===== src/rtl/nand_ldr_pkg.sv =====
package nand_ldr_pkg;

  // strobes from the control FSM to the datapath
  typedef struct packed {
    logic load;       // capture a new request
    logic skipBad;    // current block is bad: move on, extend limit
    logic takeWord;   // a page data word is being written out
    logic nextPage;   // advance page inside the block
    logic nextBlock;  // advance to next block, page 0
  } ldrStrobe_t;

  typedef enum logic [2:0] {
    S_IDLE,
    S_MREQ,
    S_MWAIT,
    S_PREQ,
    S_PDATA,
    S_DONE
  } ldrState_t;

endpackage


===== src/rtl/nand_ldr_ctrl.sv =====
module nand_ldr_ctrl
  import nand_ldr_pkg::*;
(
  input  logic       clk,
  input  logic       rstN,
  input  logic       start,
  input  logic       reqOk,
  input  logic       cmdGnt,
  input  logic       rdValid,
  input  logic       markerGood,
  input  logic       wordLast,
  input  logic       pageLast,
  input  logic       blockLast,
  output ldrStrobe_t strb,
  output logic       cmdReq,
  output logic       cmdSpare,
  output logic       busy,
  output logic       done,
  output logic       reqErr
);

  ldrState_t state, nextState;

  always_comb begin
    nextState = state;
    strb      = '0;
    unique case (state)
      S_IDLE: begin
        if (start && reqOk) begin
          strb.load = 1'b1;
          nextState = S_MREQ;
        end
      end
      S_MREQ: if (cmdGnt) nextState = S_MWAIT;
      S_MWAIT: begin
        if (rdValid) begin
          if (markerGood) begin
            nextState = S_PREQ;
          end else begin
            strb.skipBad = 1'b1;
            nextState    = S_MREQ;
          end
        end
      end
      S_PREQ: if (cmdGnt) nextState = S_PDATA;
      S_PDATA: begin
        if (rdValid) begin
          strb.takeWord = 1'b1;
          if (wordLast) begin
            if (!pageLast) begin
              strb.nextPage = 1'b1;
              nextState     = S_PREQ;
            end else if (blockLast) begin
              nextState = S_DONE;
            end else begin
              strb.nextBlock = 1'b1;
              nextState      = S_MREQ;
            end
          end
        end
      end
      S_DONE:  nextState = S_IDLE;
      default: nextState = S_IDLE;
    endcase
  end

  always_ff @(posedge clk) begin
    if (!rstN) begin
      state  <= S_IDLE;
      reqErr <= 1'b0;
    end else begin
      state  <= nextState;
      reqErr <= (state == S_IDLE) && start && !reqOk;
    end
  end

  assign cmdReq   = (state == S_MREQ) || (state == S_PREQ);
  assign cmdSpare = (state == S_MREQ);
  assign busy     = (state != S_IDLE) && (state != S_DONE);
  assign done     = (state == S_DONE);

  // completion is a single-cycle pulse
  p_done_pulse_r7: assert property (@(posedge clk) disable iff (!rstN)
    done |=> !done);

  // a refused request never starts a load
  p_err_idle_r1: assert property (@(posedge clk) disable iff (!rstN)
    reqErr |-> !busy && !cmdReq);

  // an ungranted request is held with the same kind
  p_req_hold_r9: assert property (@(posedge clk) disable iff (!rstN)
    cmdReq && !cmdGnt |=> cmdReq && $stable(cmdSpare));

  // a start pulse during a load does not reload
  p_start_busy_r10: assert property (@(posedge clk) disable iff (!rstN)
    busy |-> !strb.load);

endmodule


===== src/rtl/nand_ldr_path.sv =====
module nand_ldr_path
  import nand_ldr_pkg::*;
#(
  parameter int BUS_W      = 8,
  parameter int OFFS_W     = 16,
  parameter int LEN_W      = 16,
  parameter int ADDR_W     = 16,
  parameter int CNT_W      = 8,
  parameter int PG_LG      = 4,
  parameter int PPB_LG     = 2,
  parameter int PAGE_WORDS = 16,
  parameter int BLK_W      = 12,
  parameter int SUM_W      = 17
) (
  input  logic              clk,
  input  logic              rstN,
  input  ldrStrobe_t        strb,
  input  logic [OFFS_W-1:0] flashOffs,
  input  logic [LEN_W-1:0]  imageLen,
  input  logic [ADDR_W-1:0] dstAddr,
  input  logic [BUS_W-1:0]  rdData,
  output logic              reqOk,
  output logic              markerGood,
  output logic              wordLast,
  output logic              pageLast,
  output logic              blockLast,
  output logic [BLK_W-1:0]  curBlock,
  output logic [PPB_LG-1:0] curPage,
  output logic [ADDR_W-1:0] dst,
  output logic [CNT_W-1:0]  badCount
);

  localparam int BLK_LG    = PG_LG + PPB_LG;
  localparam int WC_W      = (PAGE_WORDS > 1) ? $clog2(PAGE_WORDS) : 1;
  localparam int BUS_BYTES = BUS_W / 8;

  logic [SUM_W-1:0] endAddr;
  logic [BLK_W-1:0] lastBlock;
  logic [BLK_W-1:0] firstBlock;
  logic [BLK_W-1:0] limitInit;
  logic [WC_W-1:0]  wordCnt;

  assign endAddr    = SUM_W'(flashOffs) + SUM_W'(imageLen) - SUM_W'(1);
  assign firstBlock = BLK_W'(flashOffs >> BLK_LG);
  assign limitInit  = BLK_W'(endAddr >> BLK_LG);

  assign reqOk      = (flashOffs[PG_LG-1:0] == '0) && (imageLen != '0);
  assign markerGood = &rdData;
  assign wordLast   = (wordCnt == WC_W'(PAGE_WORDS - 1));
  assign pageLast   = (curPage == '1);
  assign blockLast  = (curBlock == lastBlock);

  always_ff @(posedge clk) begin
    if (!rstN) begin
      curBlock  <= '0;
      lastBlock <= '0;
      curPage   <= '0;
      wordCnt   <= '0;
      dst       <= '0;
      badCount  <= '0;
    end else if (strb.load) begin
      curBlock  <= firstBlock;
      lastBlock <= limitInit;
      curPage   <= flashOffs[BLK_LG-1:PG_LG];
      wordCnt   <= '0;
      dst       <= dstAddr;
      badCount  <= '0;
    end else begin
      if (strb.skipBad) begin
        // start page is kept for the first good block
        curBlock  <= curBlock + 1'b1;
        lastBlock <= lastBlock + 1'b1;
        badCount  <= badCount + 1'b1;
      end
      if (strb.takeWord) begin
        dst     <= dst + ADDR_W'(BUS_BYTES);
        wordCnt <= wordLast ? '0 : wordCnt + 1'b1;
      end
      if (strb.nextPage) curPage <= curPage + 1'b1;
      if (strb.nextBlock) begin
        curBlock <= curBlock + 1'b1;
        curPage  <= '0;
      end
    end
  end

  // the current block never passes the limit block
  p_block_limit_r6: assert property (@(posedge clk) disable iff (!rstN)
    $past(rstN) |-> curBlock <= lastBlock);

  // each skip adds one to the bad count
  p_skip_count_r3: assert property (@(posedge clk) disable iff (!rstN)
    strb.skipBad |=> badCount == $past(badCount) + 1'b1);

endmodule


===== src/rtl/nand_image_loader.sv =====
module nand_image_loader
  import nand_ldr_pkg::*;
#(
  parameter int BUS_W           = 8,
  parameter int PAGE_BYTES      = 16,
  parameter int PAGES_PER_BLOCK = 4,
  parameter int MARKER_BYTE     = 0,
  parameter int OFFS_W          = 16,
  parameter int LEN_W           = 16,
  parameter int ADDR_W          = 16,
  parameter int CNT_W           = 8,
  localparam int BUS_BYTES  = BUS_W / 8,
  localparam int PAGE_WORDS = PAGE_BYTES / BUS_BYTES,
  localparam int PG_LG      = $clog2(PAGE_BYTES),
  localparam int PPB_LG     = $clog2(PAGES_PER_BLOCK),
  localparam int BLK_LG     = PG_LG + PPB_LG,
  localparam int SUM_W      = ((OFFS_W > LEN_W) ? OFFS_W : LEN_W) + 1,
  localparam int BLK_W      = SUM_W - BLK_LG + 1,
  localparam int COL_W      = $clog2(PAGE_WORDS) + 1,
  localparam int MARK_COL   = PAGE_WORDS + MARKER_BYTE / BUS_BYTES
) (
  input  logic              clk,
  input  logic              rstN,
  input  logic              start,
  input  logic [OFFS_W-1:0] flashOffs,
  input  logic [LEN_W-1:0]  imageLen,
  input  logic [ADDR_W-1:0] dstAddr,
  output logic              busy,
  output logic              done,
  output logic              reqErr,
  output logic [CNT_W-1:0]  badCount,
  output logic              cmdReq,
  input  logic              cmdGnt,
  output logic              cmdSpare,
  output logic [BLK_W-1:0]  cmdBlock,
  output logic [PPB_LG-1:0] cmdPage,
  output logic [COL_W-1:0]  cmdCol,
  input  logic              rdValid,
  input  logic [BUS_W-1:0]  rdData,
  output logic              memWe,
  output logic [ADDR_W-1:0] memAddr,
  output logic [BUS_W-1:0]  memData
);

  ldrStrobe_t strb;
  logic reqOk, markerGood, wordLast, pageLast, blockLast;
  logic [PPB_LG-1:0] pageIdx;

  nand_ldr_ctrl u_ctrl (
    .clk        (clk),
    .rstN       (rstN),
    .start      (start),
    .reqOk      (reqOk),
    .cmdGnt     (cmdGnt),
    .rdValid    (rdValid),
    .markerGood (markerGood),
    .wordLast   (wordLast),
    .pageLast   (pageLast),
    .blockLast  (blockLast),
    .strb       (strb),
    .cmdReq     (cmdReq),
    .cmdSpare   (cmdSpare),
    .busy       (busy),
    .done       (done),
    .reqErr     (reqErr)
  );

  nand_ldr_path #(
    .BUS_W      (BUS_W),
    .OFFS_W     (OFFS_W),
    .LEN_W      (LEN_W),
    .ADDR_W     (ADDR_W),
    .CNT_W      (CNT_W),
    .PG_LG      (PG_LG),
    .PPB_LG     (PPB_LG),
    .PAGE_WORDS (PAGE_WORDS),
    .BLK_W      (BLK_W),
    .SUM_W      (SUM_W)
  ) u_path (
    .clk        (clk),
    .rstN       (rstN),
    .strb       (strb),
    .flashOffs  (flashOffs),
    .imageLen   (imageLen),
    .dstAddr    (dstAddr),
    .rdData     (rdData),
    .reqOk      (reqOk),
    .markerGood (markerGood),
    .wordLast   (wordLast),
    .pageLast   (pageLast),
    .blockLast  (blockLast),
    .curBlock   (cmdBlock),
    .curPage    (pageIdx),
    .dst        (memAddr),
    .badCount   (badCount)
  );

  // marker reads always target page 0 in the spare area
  assign cmdPage = cmdSpare ? '0 : pageIdx;
  assign cmdCol  = cmdSpare ? COL_W'(MARK_COL) : '0;
  assign memWe   = strb.takeWord;
  assign memData = rdData;

  // request fields hold while waiting for the grant
  p_req_fields_r9: assert property (@(posedge clk) disable iff (!rstN)
    cmdReq && !cmdGnt |=> $stable(cmdBlock) && $stable(cmdPage) && $stable(cmdCol));

  // writes only happen inside a load
  p_write_busy_r5: assert property (@(posedge clk) disable iff (!rstN)
    memWe |-> busy && !cmdReq);

endmodule


===== config.mk =====
export PLATFORM = sky130hd
export DESIGN_NAME = nand_image_loader
export DESIGN_NICKNAME = d
export VERILOG_FILES = /design/src/rtl/nand_ldr_pkg.sv /design/src/rtl/nand_ldr_ctrl.sv /design/src/rtl/nand_ldr_path.sv /design/src/rtl/nand_image_loader.sv
export SDC_FILE = /design/constraint.sdc
export NUM_CORES = 1
export LEC_CHECK = 0
export BUFFER_PORTS_ARGS = -buffer_cell sky130_fd_sc_hd__buf_2
export CORE_UTILIZATION = 54
export DETAILED_ROUTE_END_ITERATION = 10
export PLACE_DENSITY_LB_ADDON = 0.12
export SLEW_MARGIN = 20
export SYNTH_ARGS = -nofsm -noshare
export SYNTH_HDL_FRONTEND = slang
export SYNTH_SLANG_ARGS = --single-unit

===== constraint.sdc =====
create_clock -name clk -period 3.45 [get_ports clk]
set_input_delay 0.69 -clock clk [delete_from_list [all_inputs] [get_ports clk]]
set_output_delay 0.69 -clock clk [all_outputs]
set_load 0.03 [all_outputs]

======== Word level (Yosys, flattened, before mapping) ========
Cells that the tools add are included.
Widths: inputs -> output; s select.
cells by class
  $add $sub $neg .......................... 8
  equality and inequality tests ........... 15
  multiplexer cells ....................... 34
  bitwise gates (word level) .............. 1
  reductions and logical operators ........ 19
operator list
  cell                   count
  $mux 16                2
  $mux 3                 10
  $add 12x1->12 const B  2
  $mux 12                2
  $mux 11                2
  $add 16x16->17         1
  $sub 17x1->17 const B  1
  $add 16x1->16 const B  1
  $reduce_bool 16->1     1
  $pmux 3 s5             1
  $eq 12x12->1           1
  $mux 2                 6
  $mux 10                1
  $reduce_bool 3->1      3
  $add 8x1->8 const B    1
  $mux 1                 8
  $ne 2x2->1 const B     4
  $reduce_and 8->1       1
  $eq 3x2->1 const B     2
  $eq 3x3->1 const B     2
  $reduce_and 6->1       1
  $reduce_bool 2->1      3
  $logic_and 1x1->1      5
  $mux 5                 1
  14 further kinds       15
word-level totals
  bits in registers ....................... 58
  input port bits ......................... 61
  output and inout port bits .............. 57
  logic and storage cells ................. 87

======== Longest topological paths before layout ========
Gate-level depths: netlist of run 1.
  word-level depth ........................ 9
  mapped depth ............................ 11
  depth with buffers taken out ............ 10

======== Hierarchy ========
A second synthesis of run 1 with hierarchy kept.
unflattened totals
  cells, all modules ...................... 578
  area total of the unflattened synthesis .. 4,518.1 µm²
modules (own cells, without submodules)
  module             times used  cells each  area each (µm²)
  nand_ldr_path      1           518         4,068.9
  nand_ldr_ctrl      1           44          335.3
  nand_image_loader  1           16          113.9

======== Least setup slack after synthesis of run 1 ========
Ideal clock, no wire load.
  path kind ............................... input port to flip-flop
  start point ............................. input flashOffs[4]
  end point ............................... register u_path.lastBlock[5]
  library setup time ...................... 78 ps
  arrival time ............................ 2,574 ps
  required time ........................... 3,372 ps
  slack ................................... 798 ps
  cell stages on the path ................. 10
  buffers on the path ..................... 0
  path through ............................ inv_1 -> ha_1 -> inv_1 -> ha_1 -> a211oi_1 -> nor2_1 -> a211oi_1 -> a21boi_0 -> o211a_1 -> nor3_1
between the ends
  longest elaborated chain between the ends .. 3
RTL lines
  item                  RTL line                 RTL
  from (decl)           nand_image_loader.sv:25  input logic [OFFS_W-1:0] flashOffs,
  $add 16x16->17        nand_ldr_path.sv:43      assign endAddr = SUM_W'(flashOffs) + SUM_W'(imageLen) - SUM_W'(1);
  $sub 17x1->17         nand_ldr_path.sv:43
  $mux 11               nand_ldr_path.sv:61      end else if (strb.load) begin
  to (signal assigned)  nand_ldr_path.sv:63      lastBlock <= limitInit;
  to (signal assigned)  nand_ldr_path.sv:72      lastBlock <= lastBlock + 1'b1;
  to (decl)             nand_ldr_path.sv:38      logic [BLK_W-1:0] lastBlock;
No other way between the ends.
A chain may end at the register's enable or synchronous reset.

======== Worst setup path in the final report of run 1 ========
  start point ............................. input flashOffs[5]
  end point ............................... register u_path.lastBlock[9]
Same word-level chain as after synthesis.

==> results of run 1 <==
[worst paths after layout]
path / from / endpoint / slack, ns / cells after the start
setup reg to reg: u_ctrl.state[2] / u_path.lastBlock[7] / 0.98 / 5
setup / recovery: flashOffs[5] / u_path.lastBlock[9] / 0.78 / 11
hold reg to reg: u_path.wordCnt[1] / u_path.wordCnt[1] / 0.49 / 2
hold / removal: u_path.wordCnt[1] / u_path.wordCnt[1] / 0.49 / 2
[worst min-delay path: stages (launching register included)]
cell and delay, ns:
sky130_fd_sc_hd__dfxtp_1 0.33, sky130_fd_sc_hd__nand2_1 0.06, sky130_fd_sc_hd__a21oi_1 0.05
[layout make-up]
| type | count | area (um2) | area share |
|---|---|---|---|
| clock buffer | 12 | 165 | 0.0319 |
| multi-input combinational | 401 | 2750 | 0.531 |
| inverter | 73 | 279 | 0.0540 |
| timing repair buffer | 120 | 618 | 0.120 |
| sequential | 58 | 1160 | 0.225 |
| clock inverter | 4 | 72.6 | 0.0140 |
| tap | 102 | 128 | 0.0247 |
[metal layers]
metal	routed length, um	global-route usage	share of wire	vias up
li1	-	-	-	2164
met1	5110	0.345	0.48	1990
met2	4960	0.420	0.46	134
met3	515	0.0464	0.048	17
met4	154	0.0885	0.014	0
met5	0	0	0	-
[flip-flops by register name, indices dropped and copies added (netlist names)]
register / cells
u_path.dst: 16
u_path.curBlock: 12
u_path.lastBlock: 12
u_path.badCount: 8
u_path.wordCnt: 4
u_ctrl.state: 3
u_path.curPage: 2
u_ctrl.reqErr: 1
[where the power goes]
part	total, uW	switching [uW]	internal, uW
Sequential	698	16.4	681
Clock	738	273	465
Combinational	382	231	150
[logic make-up after synthesis]
family                   after synthesis  synth area share
multiplexers                           2           0.00485
adder cells (fa/ha/maj)               35            0.0999
AO/OA/AOI/OAI                        128             0.205
XOR/XNOR                              53             0.106
buffers and inverters                107             0.111
AND/OR/NAND/NOR                      179             0.208
flip-flops                            58             0.265
other                                  1          0.000856
[through the flow]
| step | setup WS, ns | instances | utilization | area (um2) | total power, uW |
|---|---|---|---|---|---|
| floorplan | 0.798 | 566 | - | 4390 | 991 |
| global placement | 0.505 | 754 | 0.632 | 4930 | 1080 |
| detailed placement | 0.437 | 754 | 0.632 | 4930 | 1090 |
| CTS | 0.777 | 770 | 0.662 | 5170 | 1820 |
| global route | 0.554 | 770 | 0.662 | 5170 | 1910 |
| finish | 0.778 | 770 | 0.662 | 5170 | 1820 |
[cells in the final DEF (no fill, tap or decap), types with 7 or more instances in the layout]
master,n
sky130_fd_sc_hd__and3_1,10
sky130_fd_sc_hd__nand3_1,16
sky130_fd_sc_hd__inv_1,70
sky130_fd_sc_hd__nor3_1,12
sky130_fd_sc_hd__o21ai_0,10
sky130_fd_sc_hd__o21ai_1,11
sky130_fd_sc_hd__buf_4,7
sky130_fd_sc_hd__o211ai_1,7
sky130_fd_sc_hd__nor2_1,44
sky130_fd_sc_hd__clkbuf_8,12
sky130_fd_sc_hd__a21oi_1,34
sky130_fd_sc_hd__buf_2,113
sky130_fd_sc_hd__nand4_1,18
sky130_fd_sc_hd__nor4_1,9
sky130_fd_sc_hd__a211oi_1,20
sky130_fd_sc_hd__xor2_1,17
sky130_fd_sc_hd__nand2_1,41
sky130_fd_sc_hd__ha_1,35
sky130_fd_sc_hd__xnor2_1,36
sky130_fd_sc_hd__dfxtp_1,58
==> impl_metrics.json, run 1 <==
{
  "cts_root_buf": "sky130_fd_sc_hd__clkbuf_8",
  "max_slew.worst_pin.slew_ns": 0.693,
  "clkLatencyLatePin_ns": 0.34,
  "pwr_density_cell_mw_per_mm2": 351,
  "final_period_minus_worst_setup_slack_ns": 2.67,
  "setup_viol": 0,
  "antennaDiodeCount": 0,
  "drive_gt1_frac": 0.229,
  "crit_path_end_kind": "flip-flop",
  "vias": 4305,
  "die_h_um": 92.1,
  "cpPeakStageDelay_ns": 0.45,
  "unrepaired_setup_endpoints_after_global_routing": "false",
  "post_syn_area_per_cell_um2": 7.78,
  "detail_route.wl_per_cell_um": 13.9,
  "synthMostInstantiatedCell": "sky130_fd_sc_hd__inv_1",
  "wire_length_of_the_first_global_routing_pass_mm": 17.8,
  "pin_count": 118,
  "slew_viol_final": 0,
  "clk_pin_slew_worst_paths_ns": 0.06,
  "ctsResizeCount": 0,
  "ffs_w_async_s_r_synth": 0,
  "post_cts_setup_buffer_count": 0,
  "num-fill-cells": 737,
  "ys_warn_count": 0,
  "detail_route.drc_violations": 0,
  "peakVddDrop_uv": 238,
  "cp_data_arrival_time_ns": 2.88,
  "netlist_top_cells_count": "70 x sky130_fd_sc_hd__inv_1, 58 x sky130_fd_sc_hd__dfxtp_1, 44 x sky130_fd_sc_hd__nor2_1",
  "std_cell_rows": 32,
  "finalClockSkew_ns": 0.0142,
  "ys_seq_area_frac": 0.265,
  "final-hold-violation-count": 0,
  "detail_route.vias_per_cell": 5.59,
  "areaGrowthSynthToFinish_pct": 18.0,
  "grt_max_degree": 25,
  "io_buffers": 113,
  "dpl.hpwl_mm": 8.31,
  "leakage_uw": 0.00236,
  "run_status": "complete, no violations",
  "design.final.nets": 759,
  "die_area_mm2": 0.00848,
  "synth_top_area_cell": "sky130_fd_sc_hd__dfxtp_1",
  "worst_ep_required_time_ns": 3.65,
  "path_cells": "buf_2 > inv_1 > ha_1 > inv_1 > ha_1 > a211oi_1 > o211ai_1 > a31oi_1 > a211oi_1 > o2111ai_1 > o311ai_1",
  "grt_pass1_vias": 3881,
  "grt_remaining_overflow": 0,
  "core-area_mm2": 0.00781,
  "cts_htree_levels": 3,
  "hold_path.class": "reg2reg",
  "grt_usage": 0.259,
  "drt_first_iter_violations": 199,
  "cpLargestDelayFamily": "compound AO/OA/AOI/OAI gates",
  "die_x_um": 92.1,
  "crit_path_top_delay_cell": "sky130_fd_sc_hd__a31oi_1",
  "fin_hold_ws_ns": 0.495,
  "mappedNetlistArea_mm2": 0.00438,
  "synthTopCellsByArea": "sky130_fd_sc_hd__dfxtp_1 26%, sky130_fd_sc_hd__ha_1 10%, sky130_fd_sc_hd__xnor2_1 7.2%",
  "count_of_mapped_cells_out_of_synthesis": 563,
  "final_min_period_over_clock_period": 0.774,
  "critical_path_buf_inv_count": 3,
  "synth.distinct_cells": 66,
  "drt_pass1_iterations": 5,
  "critical_path.max_fanout": 5,
  "cts_max_path_buffers": 2,
  "number_of_enable_flip_flop_cells_after_synthesis": 0,
  "floorplan.initialDensity": 0.561,
  "cap_violations": 0,
  "cts_inserted_buffers": 9,
  "max_freq_ghz": 0.374,
  "cts_hold_buf": 0,
  "globalplace.congestion": 0.894,
  "netlist.area_leader.share": 0.265,
  "slew_headroom": 0.534,
  "cts_tree": "done",
  "start_kind": "primary input",
  "synth-seq-cells": 58,
  "ant_nets": 0,
  "number_of_antenna_violations_at_the_first_check_in_global_routing": 0,
  "totalNegativeSetupSlack_ns": 0,
  "criticalPathCategory": "in2reg",
  "clock-sinks": 58,
  "synth_ff_type": "sky130_fd_sc_hd__dfxtp_1",
  "wl_mm": 10.7
}
Power figures use the tool's default switching activity.
==> run 2: changes to the inputs <==
- ABC_AREA: default -> 1
- CORE_UTILIZATION: 54 -> 55
- clock period: 3.45 -> 2.5 ns (I/O delays scaled with it)
==> run 2 against run 1 <==
  * Sequential power is 37% higher
  * Combinational power up 48%
  * Clock skew decreased by 0.0041 ns
  * Flip-flop and latch count is the same
  * Die area rose by 8.0%
  * Wire length grew 19%
  * Critical path type unchanged
  * Critical endpoint is now u_path.lastBlock[1]
  * Largest power group unchanged
==> impl_metrics.json, run 2 <==
{
  "run_status": "complete, no violations",
  "synthTopCellsByArea": "sky130_fd_sc_hd__dfxtp_1 24%, sky130_fd_sc_hd__nand2_1 15%, sky130_fd_sc_hd__inv_1 9.6%",
  "largest_register_ffs": 16,
  "ys_seq_area_frac": 0.240,
  "netlist.area_leader.share": 0.240,
  "share_of_total_power_in_the_clock_network": 0.391,
  "final_period_minus_worst_setup_slack_ns": 2.19,
  "regToRegStartpoint": "u_ctrl.state[1]",
  "die_x_um": 95.7,
  "unrepaired_setup_endpoints_after_global_routing": "false",
  "floorplan.initialDensity": 0.579,
  "leading_cell_type_in_the_layout_fill_and_taps_excluded": "sky130_fd_sc_hd__nand2_1",
  "setup_ws_ns": 0.311,
  "power.switching_fraction": 0.307,
  "regMostFlops": "u_path.dst",
  "reg.largest.list": "u_path.dst x16, u_path.curBlock x12, u_path.lastBlock x12",
  "ant_nets": 0,
  "grt_pass1_vias": 4694,
  "cts_hold_buf": 0,
  "die_area_mm2": 0.00916,
  "max_freq_ghz": 0.457,
  "hold_path_end": "u_path.dst[11]",
  "detail_route.vias_per_cell": 5.31,
  "ffs_w_async_s_r_synth": 0,
  "wire_length_of_the_first_global_routing_pass_mm": 20.9,
  "finalPower_uw": 2500,
  "final-hold-violation-count": 0,
  "start_kind": "primary input",
  "worst_ep_required_time_ns": 2.76,
  "ctsResizeCount": 0,
  "clkLatencyLatePin_ns": 0.34,
  "clock-sinks": 58,
  "worstRegToRegCells": 11,
  "reg2reg_to": "u_path.lastBlock[0]",
  "cts_root_buf": "sky130_fd_sc_hd__clkbuf_8",
  "std_cell_rows": 33,
  "core-area_mm2": 0.00834,
  "mappedNetlistArea_mm2": 0.00483,
  "die_h_um": 95.7,
  "critical_path.max_fanout": 5,
  "count_of_mapped_cells_out_of_synthesis": 783,
  "ff2ff_setup_slack_ns": 0.61,
  "seq_power_share": 0.383,
  "cap_violations": 0,
  "io_buffers": 113,
  "cp_data_arrival_time_ns": 2.45,
  "wl_mm": 12.8,
  "design.final.nets": 986,
  "place_ws_ns": 0.0436,
  "drt_pass1_iterations": 5,
  "finalClockSkew_ns": 0.0102,
  "vias": 5313,
  "crit_path_end_kind": "flip-flop",
  "grt_usage": 0.292,
  "comb_power_share": 0.226,
  "number_of_enable_flip_flop_cells_after_synthesis": 0,
  "criticalPathCategory": "in2reg",
  "pin_count": 118,
  "peakVddDrop_uv": 334,
  "power.switching_uw": 766,
  "antennaDiodeCount": 0,
  "detail_route.wl_per_cell_um": 12.8,
  "cts_htree_levels": 3,
  "num-fill-cells": 823,
  "setup_viol": 0,
  "grt_max_degree": 23,
  "leakage_uw": 0.00284,
  "synthMostInstantiatedCell": "sky130_fd_sc_hd__nand2_1",
  "cts_inserted_buffers": 9,
  "cts_tree": "done",
  "detailed_place.area_mm2": 0.00544,
  "worst_hold_path.num_cells": 3,
  "clk_pin_slew_worst_paths_ns": 0.07,
  "fin_hold_ws_ns": 0.428,
  "number_of_antenna_violations_at_the_first_check_in_global_routing": 0,
  "synth_ff_type": "sky130_fd_sc_hd__dfxtp_1",
  "cts_max_path_buffers": 2,
  "totalNegativeSetupSlack_ns": 0,
  "post_syn_area_per_cell_um2": 6.17,
  "hold_path.class": "in2reg",
  "pwr_density_cell_mw_per_mm2": 441,
  "synth.distinct_cells": 38,
  "worst_hold_startpoint": "dstAddr[11]",
  "areaGrowthSynthToFinish_pct": 17.1,
  "post_cts_setup_buffer_count": 0,
  "drt_first_iter_violations": 358,
  "final_min_period_over_clock_period": 0.876,
  "ys_warn_count": 0,
  "grt_remaining_overflow": 0,
  "internal_power_uw": 1730,
  "slew_viol_final": 0,
  "mostFrequentLayoutCells": "196 x sky130_fd_sc_hd__nand2_1, 124 x sky130_fd_sc_hd__inv_1, 113 x sky130_fd_sc_hd__buf_2, 71 x sky130_fd_sc_hd__nor2_1, 58 x sky130_fd_sc_hd__dfxtp_1",
  "synth_top_area_cell": "sky130_fd_sc_hd__dfxtp_1",
  "drive_gt1_frac": 0.182,
  "globalplace.congestion": 0.935,
  "dpl.hpwl_mm": 10.1,
  "final_design_area_no_fill_mm2": 0.00566,
  "detail_route.drc_violations": 0,
  "netlist_top_cells_count": "196 x sky130_fd_sc_hd__nand2_1, 124 x sky130_fd_sc_hd__inv_1, 71 x sky130_fd_sc_hd__nor2_1",
  "synth-seq-cells": 58
}
-- run 2: cell types whose count changed after synthesis, sizes merged, moves of 10 or more --
cell    change
and3       -10
a211oi     -21
xnor2      -29
nor2       +28
o21ai      +31
nand3      +35
inv        +62
nand2     +156
a21oi      +11
-- run 2: cells by family after synthesis --
kind of cell	Yosys count	synth area share
and+or+nand+nor	368	0.328
buffers and inverters	164	0.143
AOI/OAI and AO/OA	129	0.146
DFF	58	0.240
adders and majority gates	35	0.0907
xor gates and xnor gates	28	0.0508
other	1	0.000776
-- run 2: area by class of cell --
cell class	count	area, um2	area share
multi-input cells	564	2990	0.528
flip-flops and latches	58	1160	0.205
repair buffers	123	653	0.115
inverters	134	503	0.0889
clock buffers	11	141	0.0250
well taps	105	131	0.0232
clock inverters	5	77.6	0.0137
-- run 2: metrics by stage --
step	std cells	util
after floorplan	786	-
after global placement	984	0.652
after detailed placement	984	0.652
after CTS	1000	0.678
after global routing	1000	0.678
final	1000	0.678
-- run 2: metal layers --
metal,vias to the layer above,global-route usage,wire length [um]
met4,0,0.0908,211
met1,2387,0.374,5800
met3,21,0.0427,805
met2,193,0.504,6010
li1,2712,-,-
met5,-,0,0
-- run 2: critical path, stage by stage --
cell	delay (ns)
sky130_fd_sc_hd__buf_2	0.07
sky130_fd_sc_hd__inv_1	0.05
sky130_fd_sc_hd__ha_1	0.27
sky130_fd_sc_hd__inv_1	0.04
sky130_fd_sc_hd__ha_1	0.36
sky130_fd_sc_hd__inv_1	0.08
sky130_fd_sc_hd__o21ai_0	0.28
sky130_fd_sc_hd__nor2_1	0.09
sky130_fd_sc_hd__nand2_1	0.18
sky130_fd_sc_hd__xor2_1	0.26
sky130_fd_sc_hd__nand2_1	0.09
sky130_fd_sc_hd__a31oi_1	0.16
-- run 2: worst max path at each step --
stage | startpoint | endpoint | cells past startpoint
5_1_grt | flashOffs[6] | u_path.lastBlock[1] | 12
6_report | flashOffs[6] | u_path.lastBlock[1] | 12
3_3_place_gp | flashOffs[6] | u_path.lastBlock[9] | 13
3_5_place_dp | flashOffs[6] | u_path.lastBlock[9] | 13
2_1_floorplan | u_ctrl.state[0] | cmdPage[0] | 7
4_1_cts | u_ctrl.state[2] | memWe | 5
-- run 2: power by group through the flow --
stage / registers (uW) / logic, uW / clock network [uW]
after detailed placement: 976 / 556 / 0
after floorplan: 989 / 391 / 0
after global routing: 957 / 640 / 1020
after CTS: 955 / 559 / 986
after global placement: 976 / 547 / 0
final: 956 / 565 / 976
